File: src/rtl/async_rd_pkg.sv
// Package: shared types of the asynchronous read sequencer.
// Assumes: nothing beyond IEEE 1800-2017.
package async_rd_pkg;
    // Access phase of the read sequencer.
    typedef enum logic [1:0] {
        PH_IDLE   = 2'd0,
        PH_SETUP  = 2'd1,
        PH_STROBE = 2'd2,
        PH_HOLD   = 2'd3
    } rd_phase_e;
endpackage

File: src/rtl/async_rd_sync.sv
// Module: multi-stage synchronizer for a single asynchronous level.
// Assumes: STAGES >= 2; the input is a slowly changing level, not a pulse.
// The output resets to 0 (not ready), so a stretched strobe is never cut short.
module async_rd_sync #(
    parameter int STAGES = 2
) (
    input  logic clk,
    input  logic rst_n,
    input  logic async_in,
    output logic sync_out
);
    logic [STAGES-1:0] chain_q;

    // Shift the asynchronous level through the flop chain.
    always_ff @(posedge clk) begin
        if (!rst_n) chain_q <= '0;
        else        chain_q <= {chain_q[STAGES-2:0], async_in};
    end

    assign sync_out = chain_q[STAGES-1];
endmodule

File: src/rtl/async_rd_phase_ctr.sv
// Module: down counter that times one access phase.
// Assumes: load carries (phase length - 1); zero marks the phase's last cycle.
// Once the counter is at zero it stays there, which lets the strobe stretch.
module async_rd_phase_ctr #(
    parameter int W = 4
) (
    input  logic         clk,
    input  logic         rst_n,
    input  logic         load,
    input  logic [W-1:0] load_val,
    output logic         zero
);
    logic [W-1:0] cnt_q;

    // Load on a phase change, otherwise count down to zero and stop.
    always_ff @(posedge clk) begin
        if (!rst_n)          cnt_q <= '0;
        else if (load)       cnt_q <= load_val;
        else if (cnt_q != 0) cnt_q <= cnt_q - W'(1);
    end

    assign zero = (cnt_q == '0);
endmodule

File: src/rtl/async_rd_capture.sv
// Module: read data capture register with a one-cycle valid pulse.
// Assumes: take is high in the last strobe cycle only, so the bus data is latched
// on the edge that closes the strobe.
module async_rd_capture #(
    parameter int DATA_W = 8
) (
    input  logic              clk,
    input  logic              rst_n,
    input  logic              take,
    input  logic [DATA_W-1:0] bus_data,
    output logic [DATA_W-1:0] rd_data,
    output logic              rd_valid
);
    // Latch data at the closing strobe edge.
    always_ff @(posedge clk) begin
        if (!rst_n)    rd_data <= '0;
        else if (take) rd_data <= bus_data;
    end

    // Raise valid for the single cycle after the capture.
    always_ff @(posedge clk) begin
        if (!rst_n) rd_valid <= 1'b0;
        else        rd_valid <= take;
    end
endmodule

File: src/rtl/async_rd_seq.sv
// Module: asynchronous memory read strobe generator (top).
// Runs one read access per accepted request as setup, strobe and hold phases
// counted in clock cycles. The phase lengths are latched at acceptance.
// Assumes: the device drives bus_data valid before the end of the strobe;
// bus_rdy is asynchronous and may be tied high.
module async_rd_seq #(
    parameter int ADDR_W      = 16,
    parameter int DATA_W      = 8,
    parameter int CFG_W       = 4,
    parameter int SYNC_STAGES = 2
) (
    input  logic              clk,
    input  logic              rst_n,
    input  logic              req_valid,
    output logic              req_ready,
    input  logic [ADDR_W-1:0] req_addr,
    input  logic [CFG_W-1:0]  cfg_setup,
    input  logic [CFG_W-1:0]  cfg_strobe,
    input  logic [CFG_W-1:0]  cfg_hold,
    input  logic              bus_rdy,
    output logic              bus_ce_n,
    output logic              bus_re_n,
    output logic [ADDR_W-1:0] bus_addr,
    input  logic [DATA_W-1:0] bus_data,
    output logic [DATA_W-1:0] rd_data,
    output logic              rd_valid
);
    import async_rd_pkg::*;

    // Strobe length minus one, with 0 treated as a one-cycle strobe.
    function automatic logic [CFG_W-1:0] strobe_m1(input logic [CFG_W-1:0] v);
        return (v == '0) ? '0 : v - CFG_W'(1);
    endfunction

    rd_phase_e         phase_q, phase_d;
    logic [ADDR_W-1:0] addr_q;
    logic [CFG_W-1:0]  strobe_q, hold_q;
    logic              rdy_s;
    logic              cnt_zero, cnt_load;
    logic [CFG_W-1:0]  cnt_val;
    logic              accept, strobe_done, last_cycle;
    rd_phase_e         first_phase;
    logic [CFG_W-1:0]  first_val;

    async_rd_sync #(.STAGES(SYNC_STAGES)) u_sync (
        .clk      (clk),
        .rst_n    (rst_n),
        .async_in (bus_rdy),
        .sync_out (rdy_s)
    );

    async_rd_phase_ctr #(.W(CFG_W)) u_ctr (
        .clk      (clk),
        .rst_n    (rst_n),
        .load     (cnt_load),
        .load_val (cnt_val),
        .zero     (cnt_zero)
    );

    async_rd_capture #(.DATA_W(DATA_W)) u_cap (
        .clk      (clk),
        .rst_n    (rst_n),
        .take     (strobe_done),
        .bus_data (bus_data),
        .rd_data  (rd_data),
        .rd_valid (rd_valid)
    );

    // Decide when the strobe closes and when the access ends.
    always_comb begin
        strobe_done = (phase_q == PH_STROBE) && cnt_zero && rdy_s;
        last_cycle  = ((phase_q == PH_HOLD) && cnt_zero) ||
                      (strobe_done && (hold_q == '0));
        req_ready   = (phase_q == PH_IDLE) || last_cycle;
        accept      = req_valid && req_ready;
    end

    // Work out the first phase of a newly accepted access from the live timing inputs.
    always_comb begin
        if (cfg_setup != '0) begin
            first_phase = PH_SETUP;
            first_val   = cfg_setup - CFG_W'(1);
        end else begin
            first_phase = PH_STROBE;
            first_val   = strobe_m1(cfg_strobe);
        end
    end

    // Next phase and counter reload.
    always_comb begin
        phase_d  = phase_q;
        cnt_load = 1'b0;
        cnt_val  = '0;
        unique case (phase_q)
            PH_IDLE: begin
                if (accept) begin
                    phase_d  = first_phase;
                    cnt_load = 1'b1;
                    cnt_val  = first_val;
                end
            end
            PH_SETUP: begin
                if (cnt_zero) begin
                    phase_d  = PH_STROBE;
                    cnt_load = 1'b1;
                    cnt_val  = strobe_m1(strobe_q);
                end
            end
            PH_STROBE: begin
                if (strobe_done) begin
                    if (hold_q != '0) begin
                        phase_d  = PH_HOLD;
                        cnt_load = 1'b1;
                        cnt_val  = hold_q - CFG_W'(1);
                    end else if (accept) begin
                        phase_d  = first_phase;
                        cnt_load = 1'b1;
                        cnt_val  = first_val;
                    end else begin
                        phase_d  = PH_IDLE;
                    end
                end
            end
            PH_HOLD: begin
                if (cnt_zero) begin
                    if (accept) begin
                        phase_d  = first_phase;
                        cnt_load = 1'b1;
                        cnt_val  = first_val;
                    end else begin
                        phase_d  = PH_IDLE;
                    end
                end
            end
            default: phase_d = PH_IDLE;
        endcase
    end

    // Phase register.
    always_ff @(posedge clk) begin
        if (!rst_n) phase_q <= PH_IDLE;
        else        phase_q <= phase_d;
    end

    // Latch the address and the strobe and hold lengths at acceptance.
    always_ff @(posedge clk) begin
        if (!rst_n) begin
            addr_q   <= '0;
            strobe_q <= '0;
            hold_q   <= '0;
        end else if (accept) begin
            addr_q   <= req_addr;
            strobe_q <= cfg_strobe;
            hold_q   <= cfg_hold;
        end
    end

    assign bus_ce_n = (phase_q == PH_IDLE);
    assign bus_re_n = (phase_q != PH_STROBE);
    assign bus_addr = addr_q;
endmodule

File: config.mk
export PLATFORM = sky130hd
export DESIGN_NAME = async_rd_seq
export DESIGN_NICKNAME = d
export VERILOG_FILES = /design/src/rtl/async_rd_pkg.sv /design/src/rtl/async_rd_sync.sv /design/src/rtl/async_rd_phase_ctr.sv /design/src/rtl/async_rd_capture.sv /design/src/rtl/async_rd_seq.sv
export SDC_FILE = /design/constraint.sdc
export NUM_CORES = 1
export LEC_CHECK = 0
export ABC_AREA = 1
export ABC_CLOCK_PERIOD_IN_PS = 4300
export BUFFER_PORTS_ARGS = -buffer_cell sky130_fd_sc_hd__clkbuf_2
export CAP_MARGIN = 20
export CORE_ASPECT_RATIO = 0.8
export CORE_UTILIZATION = 24
export CTS_CLUSTER_SIZE = 16
export DETAILED_ROUTE_END_ITERATION = 10
export PLACE_DENSITY_LB_ADDON = 0.25
export SLEW_MARGIN = 20
export SYNTH_ARGS = -nofsm -noshare
export SYNTH_HDL_FRONTEND = slang
export SYNTH_SLANG_ARGS = --single-unit
File: constraint.sdc
create_clock -name clk -period 4.3 [get_ports clk]
set_input_delay 0.215 -clock clk [delete_from_list [all_inputs] [get_ports clk]]
set_output_delay 0.215 -clock clk [all_outputs]
set_load 0.005 [all_outputs]
==> results of run 1 <==
## cells in the final DEF (no fill, tap or decap), types with 6 or more instances in the layout
cell | Yosys | final
inv_1 | 38 | 38
dfxtp_1 | 41 | 41
nand2_1 | 41 | 41
clkbuf_8 | 0 | 6
a21oi_1 | 21 | 21
nor2_1 | 64 | 64
o21ai_0 | 40 | 40
nand3_1 | 12 | 12
clkbuf_2 | 1 | 67
ha_1 | 9 | 9
## layout make-up
class	count	area, sq um
fill	869	5520
multi-input combinational	205	1020
sequential	41	821
timing repair buffer	67	335
inverter	39	146
tap	108	135
clock buffer	7	86.3
clock inverter	1	30.0
## power groups by stage
stage	sequential (uW)	combinational [uW]	clock (uW)
finish	541	611	319
detailed placement	547	609	0
CTS	540	614	328
global placement	547	603	0
global route	553	708	349
floorplan	539	430	0
## sequential cells by signal, summed over array words and instances (netlist names)
signal / flops
hold_q: 4
u_ctr.cnt_q: 4
u_sync.chain_q: 2
u_cap.rd_data: 8
phase_q: 2
bus_addr: 16
u_cap.rd_valid: 1
strobe_q: 4
## through the flow
step                       util  hold WS, ns  worst slack [ns]  power [uW]
after floorplan               -        0.313              2.64         969
after global placement    0.304        0.401              1.90        1150
after global routing      0.318        0.118              1.47        1610
after detailed placement  0.304        0.408              1.81        1160
after CTS                 0.318        0.113              1.77        1480
final                     0.318        0.126              1.80        1470
## per-layer routing
metal	up-vias	wire length, um	global-route usage
met2	60	2290	0.195
met4	0	21	0.0230
li1	1060	-	-
met1	904	2600	0.170
met5	-	0	0
met3	4	326	0.0365
## worst max-delay path, delay by kind of cell (launching register included)
family	cells	cell delay [ns]
flops	1	0.32
simple gates	4	0.58
fa+ha+maj	1	0.19
compound gates	3	0.86
buf+inv	2	0.46
## final timing paths
check	from	to	slack [ns]	cells past startpoint
setup reg to reg	u_ctr.cnt_q[0]$_SDFFE_PN0P_	phase_q[0]$_SDFFE_PN0P_	1.80	10
hold / removal	bus_rdy	u_sync.chain_q[0]$_SDFF_PN0_	0.13	3
setup / recovery	u_ctr.cnt_q[0]$_SDFFE_PN0P_	phase_q[0]$_SDFFE_PN0P_	1.80	10
hold reg to reg	u_sync.chain_q[0]$_SDFF_PN0_	u_sync.chain_q[1]$_SDFF_PN0_	0.42	2
## kinds of logic after synthesis
kind of cell    after synthesis  share of synthesized area
simple gates                125                      0.250
compound gates               65                      0.170
buf+inv                      49                     0.0980
flops                        41                      0.402
fa+ha+maj                     9                     0.0551
xor+xnor                      6                     0.0257
==> impl_metrics.env, run 1 <==
export IMPL_status="finished clean"
export IMPL_drtPass1Iterations=6
export IMPL_dieArea_sq_um=8890
export IMPL_grt_usage=0.124
export IMPL_port_buffers=67
export IMPL_antenna_found_initial=0
export IMPL_areaGrowthSynthToFinish_pct=26.1
export IMPL_remaining_drc_errors=0
export IMPL_synth_ff_type="dfxtp_1"
export IMPL_rsz0062_at_grt="false"
export IMPL_drtIter0Drc=78
export IMPL_cts_made_buffers=5
export IMPL_synthArstFlopShare=0
export IMPL_wl_um=5240
export IMPL_cts_sink_count=41
export IMPL_fin_cells=468
export IMPL_cts_setup_buffers=0
export IMPL_cp_slowest_stage_delay_ns=0.53
export IMPL_setup_tns_ns=0
export IMPL_worstPathMaxFanout=28
export IMPL_timing_fmax_mhz=399
export IMPL_end_kind="register"
export IMPL_drtAntennaViolNets=0
export IMPL_yosysSeqAreaShare=0.402
export IMPL_synth_seq_cells=41
export IMPL_syn_avg_cell_area_sq_um=6.93
export IMPL_cts_root_buf="clkbuf_8"
export IMPL_skew_ns=0.00410
export IMPL_io_pins=68
export IMPL_synth_top_area_cell="dfxtp_1"
export IMPL_cts_tree="yes"
export IMPL_drv_cap=0
export IMPL_nets=408
export IMPL_fin_area_sq_um=2580
export IMPL_path_common_cell="nand2_1"
export IMPL_slowest_stage="a21oi_4"
export IMPL_peakVddDrop_mv=0.230
export IMPL_worst_ep_required_time_ns=4.52
export IMPL_power_leakage_uw=0.00133
export IMPL_setup_viol=0
export IMPL_post_place_cells=460
export IMPL_place_gp_congestion=0.810
export IMPL_hp_class="in -> reg"
export IMPL_ctsResizeCount=0
export IMPL_p_sw_frac=0.397
export IMPL_holdBufCountCts=0
export IMPL_synthTopCellsByArea="dfxtp_1, nor2_1, o21ai_0"
export IMPL_yosys_warnings=0
export IMPL_netlist_top_cells_count="nor2_1, dfxtp_1, nand2_1, o21ai_0, inv_1"
export IMPL_drv_slew=0
export IMPL_die_x_um=105
export IMPL_p_switching_uw=584
export IMPL_grt_pass1_vias=1869
export IMPL_wl_per_cell_um=11.2
export IMPL_period_share=0.582
export IMPL_synthCells=295
export IMPL_slew_headroom=0.583
export IMPL_grt_overflow=0
export IMPL_power_density_nw_per_um2=571
export IMPL_p_comb_frac=0.415
export IMPL_grt_pass1_wl_um=8910
export IMPL_hpwl_um=3880
export IMPL_power_frac_clock=0.217
export IMPL_synth_top_area_share=0.402
export IMPL_h_tree_depth=2
export IMPL_cts_buffer_depth=2
export IMPL_tightestPinTransition_ns=0.625
export IMPL_intPower_uw=887
export IMPL_clk_insertion_delay_late_ns=0.29
export IMPL_start_util=0.253
export IMPL_viasPerCell=4.33
export IMPL_min_period_ns=2.50
export IMPL_path_clk_slew_ns=0.08
export IMPL_vias=2028
export IMPL_syn_num_nets=344
export IMPL_diodes=0
export IMPL_critPathKind="reg -> reg"
export IMPL_critPathLaunchType="register"
export IMPL_finalHoldViolations=0
export IMPL_synth_enable_flop_cells=0
export IMPL_critPathArrivalTime_ns=2.72
export IMPL_die_y_um=84.5
export IMPL_placed_cell_area_sq_um=2460
export IMPL_grt_max_degree=39
export IMPL_pwr_share_seq=0.368
export IMPL_synth_area_sq_um=2040
export IMPL_yosysMostFrequentCell="nor2_1"
export IMPL_cp_cell_sequence="inv_1 -> ha_1 -> nand2_1 -> nor2_4 -> nand2_4 -> a21oi_4 -> inv_2 -> o21ai_2 -> nand2_1 -> a21oi_1"
export IMPL_row_count=29
export IMPL_post_synth_num_cell_types=25
export IMPL_core_area_sq_um=8090
export IMPL_layout_drive_gt1_share=0.222
(Power assumes the default switching activity.)
==> run 2: changes to the inputs <==
- ABC_CLOCK_PERIOD_IN_PS: 4300 -> 2450
- clock period: 4.3 -> 2.45 ns (I/O delays scaled with it)
==> impl_metrics.env, run 2 (same netlist as run 1, synthesis figures left out) <==
export IMPL_cts_tree="yes"
export IMPL_clk_insertion_delay_late_ns=0.29
export IMPL_rsz0062_at_grt="false"
export IMPL_power_leakage_uw=0.00134
export IMPL_viasPerCell=4.34
export IMPL_drv_cap=0
export IMPL_power_density_nw_per_um2=997
export IMPL_holdBufCountCts=0
export IMPL_critPathLaunchType="register"
export IMPL_areaGrowthSynthToFinish_pct=26.9
export IMPL_antenna_found_initial=0
export IMPL_wl_um=5180
export IMPL_worstPathMaxFanout=26
export IMPL_grt_max_degree=27
export IMPL_min_period_ns=2.09
export IMPL_holdWs_ns=0.0442
export IMPL_wl_per_cell_um=11.0
export IMPL_setup_viol=0
export IMPL_cts_root_buf="clkbuf_8"
export IMPL_fin_cells=470
export IMPL_start_util=0.253
export IMPL_skew_ns=0.00785
export IMPL_grt_pass1_vias=1890
export IMPL_drtAntennaViolNets=0
export IMPL_final_seq_area_sq_um=821
export IMPL_drtPass1Iterations=4
export IMPL_critPathArrivalTime_ns=2.27
export IMPL_largest_reg_flops=16
export IMPL_layout_drive_gt1_share=0.227
export IMPL_grt_pass1_wl_um=8630
export IMPL_nets=410
export IMPL_vias=2042
export IMPL_cp_slowest_stage_delay_ns=0.37
export IMPL_remaining_drc_errors=0
export IMPL_core_area_sq_um=8090
export IMPL_slowest_stage="a21oi_4"
export IMPL_port_buffers=67
export IMPL_worst_ep_required_time_ns=2.63
export IMPL_cts_setup_buffers=0
export IMPL_fill_cells=889
export IMPL_final_core_util=0.321
export IMPL_cts_made_buffers=5
export IMPL_multi_input_area_sq_um=1020
export IMPL_final_common_cell="clkbuf_2"
export IMPL_period_share=0.852
export IMPL_critPathBufInv=2
export IMPL_most_common_layout_cells="clkbuf_2, nor2_1, nand2_1, dfxtp_1, o21ai_0"
export IMPL_peakVddDrop_mv=0.370
export IMPL_dieArea_sq_um=8890
export IMPL_cts_sink_count=41
export IMPL_top_usage_layer="met2"
export IMPL_finalHoldViolations=0
export IMPL_path_clk_slew_ns=0.08
export IMPL_hpwl_um=3990
export IMPL_end_kind="register"
export IMPL_grtUsageMet3=0.0396
export IMPL_place_gp_congestion=0.805
export IMPL_cts_buffer_depth=2
export IMPL_critPathKind="reg -> reg"
export IMPL_gr_usage_met2=0.190
export IMPL_grt_overflow=0
export IMPL_cp_cell_sequence="inv_1 -> ha_1 -> nand2_1 -> nor2_4 -> nand2_4 -> a21oi_4 -> inv_4 -> o21ai_0 -> a21oi_1"
export IMPL_tightestPinTransition_ns=0.386
export IMPL_setup_tns_ns=0
export IMPL_met1_usage=0.162
export IMPL_grt_usage=0.122
export IMPL_io_pins=68
export IMPL_die_y_um=84.5
export IMPL_crit_family="compound AO/OA/AOI/OAI gates"
export IMPL_status="finished clean"
export IMPL_post_place_cells=462
export IMPL_diodes=0
export IMPL_drv_slew=0
export IMPL_row_count=29
export IMPL_slew_headroom=0.742
export IMPL_h_tree_depth=2
export IMPL_drtIter0Drc=85
export IMPL_timing_fmax_mhz=479
export IMPL_die_x_um=105
export IMPL_hp_class="in -> reg"
-- run 2: cell count changes in the layout (fill, tap and decap cells not counted), sizes merged --
cell and change:
buf +2
-- run 2: power by group --
part           leakage, uW  internal, uW  total (uW)  switching (uW)
combinational     0.000942           396        1070             678
sequential        0.000338           837         947             111
clock            0.0000585           332         564             232
-- run 2: per-layer routing --
layer  vias to the layer above  part of all wire  wire, um
met2                        63              0.43      2230
met1                       908              0.49      2530
met5                         -                 0         0
met4                         0            0.0073        38
met3                         6             0.076       392
li1                       1065                 -         -
-- run 2: worst paths after layout --
kind | slack [ns] | depth (start not counted) | endpoint | from
hold reg to reg | 0.42 | 2 | u_sync.chain_q[1]$_SDFF_PN0_ | u_sync.chain_q[0]$_SDFF_PN0_
hold / removal | 0.04 | 3 | u_sync.chain_q[0]$_SDFF_PN0_ | bus_rdy
setup reg to reg | 0.36 | 9 | hold_q[1]$_SDFFE_PN0N_ | u_ctr.cnt_q[0]$_SDFFE_PN0P_
setup / recovery | 0.36 | 9 | hold_q[1]$_SDFFE_PN0N_ | u_ctr.cnt_q[0]$_SDFFE_PN0P_
-- run 2: layout make-up --
type / count / share of cell area
inverter: 39 / 0.0574
tap: 108 / 0.0521
timing repair buffer: 69 / 0.135
clock buffer: 7 / 0.0333
sequential: 41 / 0.316
multi-input combinational: 205 / 0.394
clock inverter: 1 / 0.0116
-- run 2: worst register-to-register path, cell delays in order, from the launching register on --
cell,delay (ns)
dfxtp_1,0.33
inv_1,0.10
ha_1,0.18
nand2_1,0.12
nor2_4,0.30
nand2_4,0.10
a21oi_4,0.37
inv_4,0.20
o21ai_0,0.23
a21oi_1,0.05
-- run 2: repair_timing --
action | CTS | global route
setup endpoints to repair | 0 | 1
hold endpoints to repair | 0 | 0
gates resized for setup | 0 | 2
-- run 2: metrics by stage --
step	cell area (sq um)	setup slack (ns)	power (uW)
6_report	2590	0.363	2590
5_1_grt	2590	0.106	2820
4_1_cts	2590	0.259	2610
3_5_place_dp	2470	0.265	2030
3_3_place_gp	2470	0.348	2030
2_1_floorplan	2040	0.794	1700
